===== config.mk =====
export PLATFORM = sky130hd
export DESIGN_NAME = sertx_top
export DESIGN_NICKNAME = d
export VERILOG_FILES = /design/src/rtl/sertx_pkg.sv /design/src/rtl/sertx_req.sv /design/src/rtl/sertx_flags.sv /design/src/rtl/sertx_fsm.sv /design/src/rtl/sertx_top.sv
export SDC_FILE = /design/constraint.sdc
export NUM_CORES = 1
export LEC_CHECK = 0
export BUFFER_PORTS_ARGS = -buffer_cell sky130_fd_sc_hd__clkbuf_2
export CORE_AREA = 2 2 61 63
export CTS_CLUSTER_SIZE = 40
export DETAILED_ROUTE_END_ITERATION = 7
export DIE_AREA = 0 0 63 65
export HOLD_SLACK_MARGIN = 0.06
export PLACE_DENSITY = 0.73
export SLEW_MARGIN = 20
export SYNTH_ARGS = -nofsm -noshare
export SYNTH_HDL_FRONTEND = slang
export SYNTH_SLANG_ARGS = --single-unit
export TNS_END_PERCENT = 10

===== constraint.sdc =====
create_clock -name clk -period 2.6 [get_ports clk]
set_clock_uncertainty 0.15 [all_clocks]
set_input_delay 0.13 -clock clk [delete_from_list [all_inputs] [get_ports clk]]
set_output_delay 0.13 -clock clk [all_outputs]
set_load 0.005 [all_outputs]

===== src/rtl/sertx_pkg.sv =====
package sertx_pkg;

    // Controller states
    typedef enum logic [2:0] {
        ST_OFF,
        ST_WARM,
        ST_READY,
        ST_DATA,
        ST_PRE,
        ST_BRK
    } tx_state_e;

    // Kind of item chosen at a boundary
    typedef enum logic [1:0] {
        ITEM_NONE,
        ITEM_PRE,
        ITEM_BRK,
        ITEM_DATA
    } item_e;

endpackage


===== src/rtl/sertx_req.sv =====
module sertx_req (
    input  logic clk,
    input  logic rst_n,
    input  logic tx_en,
    input  logic brk_req,
    input  logic busy,
    input  logic off,
    input  logic pre_take,
    input  logic brk_take,
    output logic en_rise,
    output logic pre_pend,
    output logic brk_pend
);

    logic en_q;
    logic brk_q;
    logic brk_fall;

    assign en_rise  = tx_en & ~en_q;
    assign brk_fall = brk_q & ~brk_req;

    always_ff @(posedge clk) begin
        if (!rst_n) begin
            en_q  <= 1'b0;
            brk_q <= 1'b0;
        end else begin
            en_q  <= tx_en;
            brk_q <= brk_req;
        end
    end

    // Preamble request: enable re-asserted while an item is shifting
    always_ff @(posedge clk) begin
        if (!rst_n) begin
            pre_pend <= 1'b0;
        end else if (off) begin
            pre_pend <= 1'b0;
        end else if (en_rise && busy) begin
            pre_pend <= 1'b1;
        end else if (pre_take) begin
            pre_pend <= 1'b0;
        end
    end

    // Single break request: falling edge of the break input
    always_ff @(posedge clk) begin
        if (!rst_n) begin
            brk_pend <= 1'b0;
        end else if (off) begin
            brk_pend <= 1'b0;
        end else if (brk_fall) begin
            brk_pend <= 1'b1;
        end else if (brk_take) begin
            brk_pend <= 1'b0;
        end
    end

    AST_PRE_CLEARED_WHEN_OFF: assert property (@(posedge clk) disable iff (!rst_n)
        off |=> !pre_pend);

    AST_BRK_QUEUED_ON_FALL: assert property (@(posedge clk) disable iff (!rst_n)
        (brk_fall && !off) |=> brk_pend);

endmodule


===== src/rtl/sertx_flags.sv =====
module sertx_flags #(
    parameter int DATA_W = 8
) (
    input  logic              clk,
    input  logic              rst_n,
    input  logic              wr_valid,
    input  logic [DATA_W-1:0] wr_data,
    input  logic              load_data,
    input  logic              item_start,
    input  logic              item_end_quiet,
    input  logic              txe_ie,
    input  logic              tc_ie,
    output logic [DATA_W-1:0] hold_data,
    output logic              hold_full,
    output logic              dre,
    output logic              tc,
    output logic              irq
);

    logic [DATA_W-1:0] hold_q;
    logic              full_q;
    logic              tc_q;

    always_ff @(posedge clk) begin
        if (!rst_n) begin
            hold_q <= '0;
        end else if (wr_valid) begin
            hold_q <= wr_data;
        end
    end

    // A write on the transfer edge wins: the new byte stays held
    always_ff @(posedge clk) begin
        if (!rst_n) begin
            full_q <= 1'b0;
        end else if (wr_valid) begin
            full_q <= 1'b1;
        end else if (load_data) begin
            full_q <= 1'b0;
        end
    end

    always_ff @(posedge clk) begin
        if (!rst_n) begin
            tc_q <= 1'b0;
        end else if (wr_valid) begin
            tc_q <= 1'b0;
        end else if (item_end_quiet) begin
            tc_q <= 1'b1;
        end else if (item_start) begin
            tc_q <= 1'b0;
        end
    end

    always_comb begin
        hold_data = hold_q;
        hold_full = full_q;
        dre       = ~full_q;
        tc        = tc_q;
        irq       = (txe_ie & ~full_q) | (tc_ie & tc_q);
    end

    AST_WRITE_FILLS: assert property (@(posedge clk) disable iff (!rst_n)
        wr_valid |=> (!dre && hold_data == $past(wr_data)));

    AST_LOAD_EMPTIES: assert property (@(posedge clk) disable iff (!rst_n)
        (load_data && !wr_valid) |=> dre);

    AST_WRITE_CLEARS_TC: assert property (@(posedge clk) disable iff (!rst_n)
        wr_valid |=> !tc);

    AST_IRQ_SILENT: assert property (@(posedge clk) disable iff (!rst_n)
        (!txe_ie && !tc_ie) |-> !irq);

endmodule


===== src/rtl/sertx_fsm.sv =====
module sertx_fsm
    import sertx_pkg::*;
#(
    parameter int DATA_W  = 8,
    parameter int PRE_LEN = 10,
    parameter int BRK_LOW = 10
) (
    input  logic              clk,
    input  logic              rst_n,
    input  logic              bit_tick,
    input  logic              tx_en,
    input  logic              en_rise,
    input  logic              brk_req,
    input  logic              pre_pend,
    input  logic              brk_pend,
    input  logic [DATA_W-1:0] hold_data,
    input  logic              hold_full,
    output logic              tx_line,
    output logic              busy,
    output logic              off,
    output logic              load_data,
    output logic              pre_take,
    output logic              brk_take,
    output logic              item_start,
    output logic              item_end_quiet
);

    localparam int FRAME_LEN = DATA_W + 2;
    localparam int BRK_LEN   = BRK_LOW + 1;
    localparam int MAX_A     = (FRAME_LEN > PRE_LEN) ? FRAME_LEN : PRE_LEN;
    localparam int SH_W      = (MAX_A > BRK_LEN) ? MAX_A : BRK_LEN;
    localparam int CNT_W     = $clog2(SH_W);
    localparam logic [CNT_W-1:0] FRAME_LAST = CNT_W'(FRAME_LEN - 1);
    localparam logic [CNT_W-1:0] PRE_LAST   = CNT_W'(PRE_LEN - 1);
    localparam logic [CNT_W-1:0] BRK_LAST   = CNT_W'(BRK_LEN - 1);

    tx_state_e        state_q, state_d;
    item_e            next_item;
    logic [SH_W-1:0]  sh_q;
    logic [SH_W-1:0]  load_vec;
    logic [CNT_W-1:0] cnt_q;
    logic [CNT_W-1:0] load_cnt;
    logic             last_bit;
    logic             boundary;
    logic             launch;

    assign busy     = (state_q == ST_DATA) || (state_q == ST_PRE) || (state_q == ST_BRK);
    assign off      = (state_q == ST_OFF);
    assign last_bit = busy && (cnt_q == '0);
    assign boundary = bit_tick && ((state_q == ST_READY) || last_bit);

    // Queue priority: preamble, then break, then data
    always_comb begin
        if (!tx_en) begin
            next_item = ITEM_NONE;
        end else if (pre_pend) begin
            next_item = ITEM_PRE;
        end else if (brk_pend || brk_req) begin
            next_item = ITEM_BRK;
        end else if (hold_full) begin
            next_item = ITEM_DATA;
        end else begin
            next_item = ITEM_NONE;
        end
    end

    assign launch         = boundary && (next_item != ITEM_NONE);
    assign load_data      = launch && (next_item == ITEM_DATA);
    assign pre_take       = launch && (next_item == ITEM_PRE);
    assign brk_take       = launch && (next_item == ITEM_BRK);
    assign item_start     = launch;
    assign item_end_quiet = bit_tick && last_bit && (next_item == ITEM_NONE);

    // Pattern and bit count for the item about to start
    always_comb begin
        load_vec = '1;
        load_cnt = '0;
        unique case (next_item)
            ITEM_DATA: begin
                load_vec[0]        = 1'b0;
                load_vec[DATA_W:1] = hold_data;
                load_cnt           = FRAME_LAST;
            end
            ITEM_PRE: begin
                load_cnt = PRE_LAST;
            end
            ITEM_BRK: begin
                for (int i = 0; i < BRK_LOW; i++) begin
                    load_vec[i] = 1'b0;
                end
                load_cnt = BRK_LAST;
            end
            ITEM_NONE: begin
                load_cnt = '0;
            end
        endcase
    end

    // Next-state logic
    always_comb begin
        state_d = state_q;
        unique case (state_q)
            ST_OFF: begin
                if (en_rise) begin
                    state_d = ST_WARM;
                end
            end
            ST_WARM: begin
                if (!tx_en) begin
                    state_d = ST_OFF;
                end else if (bit_tick) begin
                    state_d = ST_READY;
                end
            end
            ST_READY: begin
                if (!tx_en) begin
                    state_d = ST_OFF;
                end else if (bit_tick) begin
                    unique case (next_item)
                        ITEM_DATA: state_d = ST_DATA;
                        ITEM_PRE:  state_d = ST_PRE;
                        ITEM_BRK:  state_d = ST_BRK;
                        ITEM_NONE: state_d = ST_READY;
                    endcase
                end
            end
            ST_DATA, ST_PRE, ST_BRK: begin
                if (bit_tick && last_bit) begin
                    unique case (next_item)
                        ITEM_DATA: state_d = ST_DATA;
                        ITEM_PRE:  state_d = ST_PRE;
                        ITEM_BRK:  state_d = ST_BRK;
                        ITEM_NONE: state_d = tx_en ? ST_READY : ST_OFF;
                    endcase
                end
            end
            default: state_d = ST_OFF;
        endcase
    end

    // State register
    always_ff @(posedge clk) begin
        if (!rst_n) begin
            state_q <= ST_OFF;
        end else begin
            state_q <= state_d;
        end
    end

    // Output shifter and bit counter
    always_ff @(posedge clk) begin
        if (!rst_n) begin
            sh_q  <= '1;
            cnt_q <= '0;
        end else if (launch) begin
            sh_q  <= load_vec;
            cnt_q <= load_cnt;
        end else if (busy && bit_tick) begin
            if (last_bit) begin
                sh_q  <= '1;
                cnt_q <= '0;
            end else begin
                sh_q  <= {1'b1, sh_q[SH_W-1:1]};
                cnt_q <= cnt_q - 1'b1;
            end
        end else if (!busy) begin
            sh_q  <= '1;
            cnt_q <= '0;
        end
    end

    assign tx_line = sh_q[0];

    AST_IDLE_LINE_HIGH: assert property (@(posedge clk) disable iff (!rst_n)
        !busy |-> tx_line);

    AST_OFF_STAYS_QUIET: assert property (@(posedge clk) disable iff (!rst_n)
        (!tx_en && !busy) |=> !busy);

    AST_OFF_EXITS_TO_WARM: assert property (@(posedge clk) disable iff (!rst_n)
        (state_q == ST_OFF) |=> (state_q == ST_OFF || state_q == ST_WARM));

    AST_WARM_NO_START: assert property (@(posedge clk) disable iff (!rst_n)
        (state_q == ST_WARM) |=> !busy);

    AST_BIT_HELD_BETWEEN_TICKS: assert property (@(posedge clk) disable iff (!rst_n)
        (busy && !bit_tick) |=> (state_q == $past(state_q) && $stable(tx_line)));

endmodule


===== src/rtl/sertx_top.sv =====
module sertx_top #(
    parameter int DATA_W  = 8,
    parameter int PRE_LEN = DATA_W + 2,
    parameter int BRK_LOW = DATA_W + 2
) (
    input  logic              clk,
    input  logic              rst_n,
    input  logic              bit_tick,
    input  logic              tx_en,
    input  logic              brk_req,
    input  logic              txe_ie,
    input  logic              tc_ie,
    input  logic              wr_valid,
    input  logic [DATA_W-1:0] wr_data,
    output logic              tx_line,
    output logic              dre,
    output logic              tc,
    output logic              irq
);

    logic              en_rise;
    logic              pre_pend;
    logic              brk_pend;
    logic              busy;
    logic              off;
    logic              load_data;
    logic              pre_take;
    logic              brk_take;
    logic              item_start;
    logic              item_end_quiet;
    logic [DATA_W-1:0] hold_data;
    logic              hold_full;

    sertx_req u_req (
        .clk      (clk),
        .rst_n    (rst_n),
        .tx_en    (tx_en),
        .brk_req  (brk_req),
        .busy     (busy),
        .off      (off),
        .pre_take (pre_take),
        .brk_take (brk_take),
        .en_rise  (en_rise),
        .pre_pend (pre_pend),
        .brk_pend (brk_pend)
    );

    sertx_fsm #(
        .DATA_W  (DATA_W),
        .PRE_LEN (PRE_LEN),
        .BRK_LOW (BRK_LOW)
    ) u_fsm (
        .clk            (clk),
        .rst_n          (rst_n),
        .bit_tick       (bit_tick),
        .tx_en          (tx_en),
        .en_rise        (en_rise),
        .brk_req        (brk_req),
        .pre_pend       (pre_pend),
        .brk_pend       (brk_pend),
        .hold_data      (hold_data),
        .hold_full      (hold_full),
        .tx_line        (tx_line),
        .busy           (busy),
        .off            (off),
        .load_data      (load_data),
        .pre_take       (pre_take),
        .brk_take       (brk_take),
        .item_start     (item_start),
        .item_end_quiet (item_end_quiet)
    );

    sertx_flags #(
        .DATA_W (DATA_W)
    ) u_flags (
        .clk            (clk),
        .rst_n          (rst_n),
        .wr_valid       (wr_valid),
        .wr_data        (wr_data),
        .load_data      (load_data),
        .item_start     (item_start),
        .item_end_quiet (item_end_quiet),
        .txe_ie         (txe_ie),
        .tc_ie          (tc_ie),
        .hold_data      (hold_data),
        .hold_full      (hold_full),
        .dre            (dre),
        .tc             (tc),
        .irq            (irq)
    );

endmodule


Word-level counts from Yosys, hierarchy flattened
Cells that the tools add are included.
{"block": "totals", "wordCells": 96, "input_bits": 16, "regBits": 32, "out_inout_bits": 4}
{"block": "op_classes", "muxes": 33, "n_eq_ne": 14, "bitwise": 9, "n_reduce_logical": 28, "add_sub_neg": 1}
{"cell": "3-bit case mux with 4 select lines", "n": 3}
{"cell": "11-bit two-way mux", "n": 2}
{"cell": "10-bit two-way mux", "n": 2}
{"cell": "3-bit two-way mux", "n": 6}
{"cell": "9-bit case mux with 2 select lines", "n": 1}
{"cell": "4-bit two-way mux", "n": 4}
{"cell": "4-bit case mux with 3 select lines", "n": 1}
{"cell": "1-bit logical AND", "n": 10}
{"cell": "2-bit two-way mux", "n": 5}
{"cell": "2-bit nonzero test", "n": 5}
{"cell": "1-bit two-way mux", "n": 9}
{"cell": "3-bit != test, second input constant", "n": 3}
{"cell": "2-bit OR reduction", "n": 4}
{"cell": "3-bit by 2-bit == test with 1-bit output, second input constant", "n": 2}
{"cell": "3-bit == test, second input constant", "n": 2}
{"cell": "1-bit AND", "n": 4}
{"cell": "2-bit == test, second input constant", "n": 2}
{"cell": "4-bit zero test", "n": 1}
{"cell": "1-bit logical OR", "n": 4}
{"cell": "2-bit by 1-bit != test with 1-bit output, second input constant", "n": 2}
{"cell": "1-bit inverter", "n": 4}
{"cell": "4-bit AND reduction", "n": 1}
{"cell": "4-bit by 1-bit subtractor with 4-bit output, second input constant", "n": 1}
{"cell": "3-bit by 1-bit == test with 1-bit output, second input constant", "n": 1}
{"cell": "other kinds (6)", "n": 6}

Depth between registers and ports, before layout
{"block": "logic_depth", "word_depth": 10, "mapped_depth": 9, "mapped_depth_nobuf": 8}

Cells and area by module
From an unflattened synthesis, not the netlist that was laid out.
{"block": "unflattened", "cells_unflattened": 199, "area_unflattened_um2": 1735.4}
{"module": "sertx_fsm", "area_each_um2": 1203.7, "instances": 1, "cells_each": 151, "seq_area_each_um2": 340.3}
{"module": "sertx_flags", "area_each_um2": 387.9, "instances": 1, "cells_each": 34, "seq_area_each_um2": 200.2}
{"module": "sertx_req", "area_each_um2": 143.9, "instances": 1, "cells_each": 14, "seq_area_each_um2": 80.1}

Least setup slack after synthesis
Ideal clock, no wire load.
{"block": "synth_path", "kind": "register -> register", "startpoint": "register u_flags.full_q, in the netlist u_flags.hold_full", "endpoint": "register u_fsm.sh_q[0]", "t_required_ns": 2.328, "path_buffers": 1, "t_arrival_ns": 2.151, "path_stages_with_launch": 9, "period_less_slack_ns": 2.422, "path_slack_ns": 0.178, "setup_ns": 0.122, "path_cell_list": "dfxtp_1 nor3b_1 o21ai_0 ha_1 or4b_1 o31ai_4 buf_6 nand3b_1 a221o_1"}
{"block": "synth_via", "elab_chain_cells": 7, "word_cells_on_any_way": 11, "cone_classes": "eq/ne: 3; mux: 6; reduce/logical: 2"}
{"item": "start: declaration", "line": "sertx_flags.sv:21", "source": "logic full_q;"}
{"item": "start signal: assignment", "line": "sertx_flags.sv:35", "source": "full_q <= 1'b0;"}
{"item": "start signal: assignment", "line": "sertx_flags.sv:37", "source": "full_q <= 1'b1;"}
{"item": "start signal: assignment", "line": "sertx_flags.sv:39", "source": "full_q <= 1'b0;"}
{"item": "2-bit two-way mux (*)", "line": "sertx_fsm.sv:60", "source": "end else if (hold_full) begin"}
{"item": "2-bit two-way mux (*)", "line": "sertx_fsm.sv:58", "source": "end else if (brk_pend || brk_req) begin"}
{"item": "2-bit two-way mux (*)", "line": "sertx_fsm.sv:56", "source": "end else if (pre_pend) begin"}
{"item": "2-bit two-way mux (*)", "line": "sertx_fsm.sv:54", "source": "if (!tx_en) begin"}
{"item": "2-bit == test or 2-bit nonzero test (tied branches)", "line": "sertx_fsm.sv:78, sertx_fsm.sv:67"}
{"item": "9-bit case mux with 2 select lines or 1-bit logical AND (tied branches)", "line": "sertx_fsm.sv:78, sertx_fsm.sv:67"}
{"item": "10-bit two-way mux or 3-bit != test (tied branches)"}
{"item": "end signal: assignment", "line": "sertx_fsm.sv:156", "source": "sh_q <= load_vec;"}
{"item": "end signal: assignment", "line": "sertx_fsm.sv:163", "source": "sh_q <= {1'b1, sh_q[SH_W-1:1]};"}
{"item": "end: declaration", "line": "sertx_fsm.sv:39", "source": "logic [SH_W-1:0] sh_q;"}
Mark *: on every way between the ends. The rest lies on a longest branch, timed or not.
A chain may end at the register's enable or synchronous reset.

Final worst setup path
{"block": "layout_path", "startpoint": "input brk_req", "endpoint": "register u_fsm.sh_q[6]"}
{"block": "layout_via", "elab_chain_cells": 7, "word_cells_on_any_way": 11, "cone_classes": "eq/ne: 3; mux: 5; reduce/logical: 3"}
{"item": "start: declaration", "line": "sertx_top.sv:10", "source": "input logic brk_req,"}
{"item": "1-bit logical OR (*)", "line": "sertx_fsm.sv:58"}
{"item": "2-bit two-way mux (*)", "line": "sertx_fsm.sv:58"}
{"item": "2-bit two-way mux (*)", "line": "sertx_fsm.sv:56"}
{"item": "2-bit two-way mux (*)", "line": "sertx_fsm.sv:54"}
{"item": "2-bit == test or 2-bit nonzero test (tied branches)", "line": "sertx_fsm.sv:78, sertx_fsm.sv:67"}
{"item": "9-bit case mux with 2 select lines or 1-bit logical AND (tied branches)", "line": "sertx_fsm.sv:78, sertx_fsm.sv:67"}
{"item": "10-bit two-way mux or 3-bit != test (tied branches)"}
Marks and branches as above.

==> results_dict.tcl <==
set metrics [dict create \
    n_fill_cell 300 \
    h-tree-depth 2 \
    ys_seq_elements 31 \
    synth_edf_count 0 \
    synth_adder_area_share_pct 5.08 \
    synth_ff_type "dfxtp_1" \
    endpoint_kind "flop" \
    die_h_um 65 \
    grt_pass1_vias 1361 \
    cap_violations 0 \
    yosysWarnings 0 \
    async_reset_ff_share_pct 0 \
    grt_max_degree 34 \
    hp-class "input port to flop" \
    fin_crit_ps 2440 \
    ant_nets 0 \
    start_util_pct 49.3 \
    drive_above_1_share_pct 19.2 \
    place.gp.congestion 0.813 \
    hold_start "wr_valid" \
    cpPeakStageDelay_ps 550 \
    track_usage_pct 20.9 \
    slew_headroom_pct 50.3 \
    wl_per_cell_um 14.9 \
    place_hpwl_um 2640 \
    dr.pass1.iters 4 \
    worstPathArrival_ps 2530 \
    insertion_delay_ps 330 \
    die_area_um2 4100 \
    fmax_mhz 409 \
    slew_viol_final 0 \
    synthesis.instances 197 \
    powerDensity_nw_per_um2 701 \
    die_x_um 63 \
    synthMuxAreaShare_pct 5.30 \
    seq_area_um2 621 \
    area_growth_syn_to_layout_pct 21.5 \
    synth_top_family_by_area "compound AO/OA/AOI/OAI gates" \
    drt-total-wl_um 4120 \
    drc 0 \
    gr-total-overflow 0 \
    rows 22 \
    setup.worst_path.start_class "input port" \
    required_ps 2690 \
    max_slew.worst_pin.slew_ps 745 \
    antenna_found_initial 0 \
    syn_area_per_cell_um2 8.75 \
    finalInstanceArea_um2 2090 \
    synthSimpleGateAreaFrac_pct 18.2 \
    cts.reportedPaths.clkPinSlew_ps 110 \
    finalNetCount 251 \
    cpMaxStageDelayCell "o31ai_4" \
    final-setup-viol-count 0 \
    vdd_drop_max_uv 232 \
    critical_path_class "input port to flop" \
    grt_first_pass_wirelength_um 6720 \
    rsz0062_at_grt "false" \
    synth.distinct_cells 48 \
    p_leak_nw 0.830 \
    synth-compound-area-share_pct 27.8 \
    cts-root-buf "clkbuf_4" \
    cts_tree "done" \
    core_area_um2 3500 \
    period_share_pct 94.0 \
    finalHoldViolations 0 \
    drt_iter0_drc 177 \
    crit_start "brk_req" \
    synth-seq-area-share_pct 36.0 \
    cts.sinks 31 \
    ios 20 \
    synth_xor_area_share_pct 1.02 \
    finalSetupTns_ps 0 \
    diodes 0 \
    rr_startpoint "u_fsm.cnt_q[0]" \
    route.vias.total 1580 \
    cts_buffer_depth 2 \
    outcome "complete, no violations" \
    path_cells "dlygate4sd3_1, clkbuf_2, nor3b_1, o21ai_0, ha_1, buf_4, o31ai_4, a32oi_2, a211o_1" \
    vias_per_cell 5.70 \
    port_buffers 19 \
    critPathMaxFanout 13 \
    mappedNetlistArea_um2 1720 \
    dpl_cell_area_um2 1860 \
    multi_input_area_um2 1010 \
    syn_nets 220 \
    numCtsBuffers 5 \
]
## Yosys cell counts, types with 2 or more instances
cell      instances  area (µm²)
nor2_1           16        60.1
ha_1              7        87.6
a22o_1            2        17.5
a211oi_1          3        22.5
buf_2             6        30.0
dfxtp_1          31         621
and3b_1           2        17.5
nor3b_1           3        22.5
a21oi_1          16        80.1
nand3_1           3        15.0
clkbuf_1          7        26.3
mux2i_1           8        80.1
a32oi_1           9        78.8
nor3_1            6        30.0
o21ai_0          17        85.1
a211o_1           8        70.1
nor2b_1           2        12.5
and2_1            4        25.0
xnor2_1           2        17.5
nand2_1           4        15.0
inv_1            12        45.0
nand2b_1          2        12.5
or3b_2            2        17.5
## cell families (layout without fill, tap and decap cells)
logic type | count (synthesis) | after routing
mux | 9 | 9
buf+inv | 26 | 58
fa+ha+maj | 7 | 7
flops | 31 | 31
xor+xnor | 2 | 2
simple gates | 54 | 54
compound gates | 68 | 68
## final timing paths
kind	to	slack [ps]	depth (start not counted)
max	u_fsm.sh_q[6]	160	9
min	u_flags.hold_data[3]	130	3
max reg2reg	u_fsm.sh_q[6]	230	6
min reg2reg	u_fsm.sh_q[4]	320	1
## registers in the layout, indices dropped and copies added (netlist names)
signal / count
u_fsm.cnt_q: 4
u_flags.hold_data: 8
u_fsm.sh_q: 10
u_req.brk_pend: 1
u_flags.hold_full: 1
u_req.en_q: 1
u_req.brk_q: 1
u_fsm.state_q: 3
u_flags.tc: 1
u_req.pre_pend: 1
## placed cells by master, fill, tap and decap left out, types with 5 or more instances in the layout
| cell type | Yosys | final |
|---|---|---|
| a211o_1 | 8 | 8 |
| clkbuf_2 | 0 | 19 |
| o21ai_0 | 17 | 17 |
| dfxtp_1 | 31 | 31 |
| nor3_1 | 6 | 6 |
| a32oi_1 | 9 | 8 |
| mux2i_1 | 8 | 8 |
| dlygate4sd3_1 | 0 | 12 |
| clkbuf_4 | 0 | 5 |
| a21oi_1 | 16 | 16 |
| nor2_1 | 16 | 16 |
| ha_1 | 7 | 6 |
| buf_4 | 0 | 7 |
| inv_1 | 12 | 12 |
## cell type report
type | instances | area share [%]
clock inverter | 2 | 1.67
multi-input combinational | 140 | 48.4
inverter | 12 | 2.15
clock buffer | 6 | 2.45
sequential | 31 | 29.6
timing repair buffer | 38 | 12.8
tap | 48 | 2.87
## where the power goes
part / leakage, nW / switching (mW) / total, mW / internal (mW)
Combinational: 0.528 / 0.247 / 0.470 / 0.223
Clock: 0.0482 / 0.176 / 0.403 / 0.227
Sequential: 0.254 / 0.0708 / 0.594 / 0.523
## critical path, delay by kind of cell
kind                       cells  cell delay [ps]
AOI/OAI and AO/OA              4             1180
adders and majority gates      1              230
buffers and inverters          3              820
and+or+nand+nor                1              160
## metal layers
layer | wire length (µm) | vias up | GRT usage [%]
li1 | - | 794 | -
met1 | 1920 | 738 | 27.7
met2 | 1960 | 41 | 32.7
met3 | 178 | 7 | 4.86
met4 | 61 | 0 | 8.33
met5 | 0 | - | 0
## timing repair
item,CTS,global route
setup buffers,0,1
setup endpoints to repair,1,9
gates resized for setup,1,4
hold buffers,12,0
endpoints found under the hold margin,16,0
pin swaps,0,0
## stage by stage
step	setup slack [ps]	hold WS, ps	util, %	power (mW)	cells
global placement	123	217	53.1	1.02	256
CTS	36.0	129	59.0	1.44	276
floorplan	178	56.2	-	0.940	197
global route	10.8	149	59.9	1.55	277
finish	156	130	59.9	1.47	277
detailed placement	3.49	223	53.1	1.03	256
Note: power is estimated with default switching activity, not from simulation.
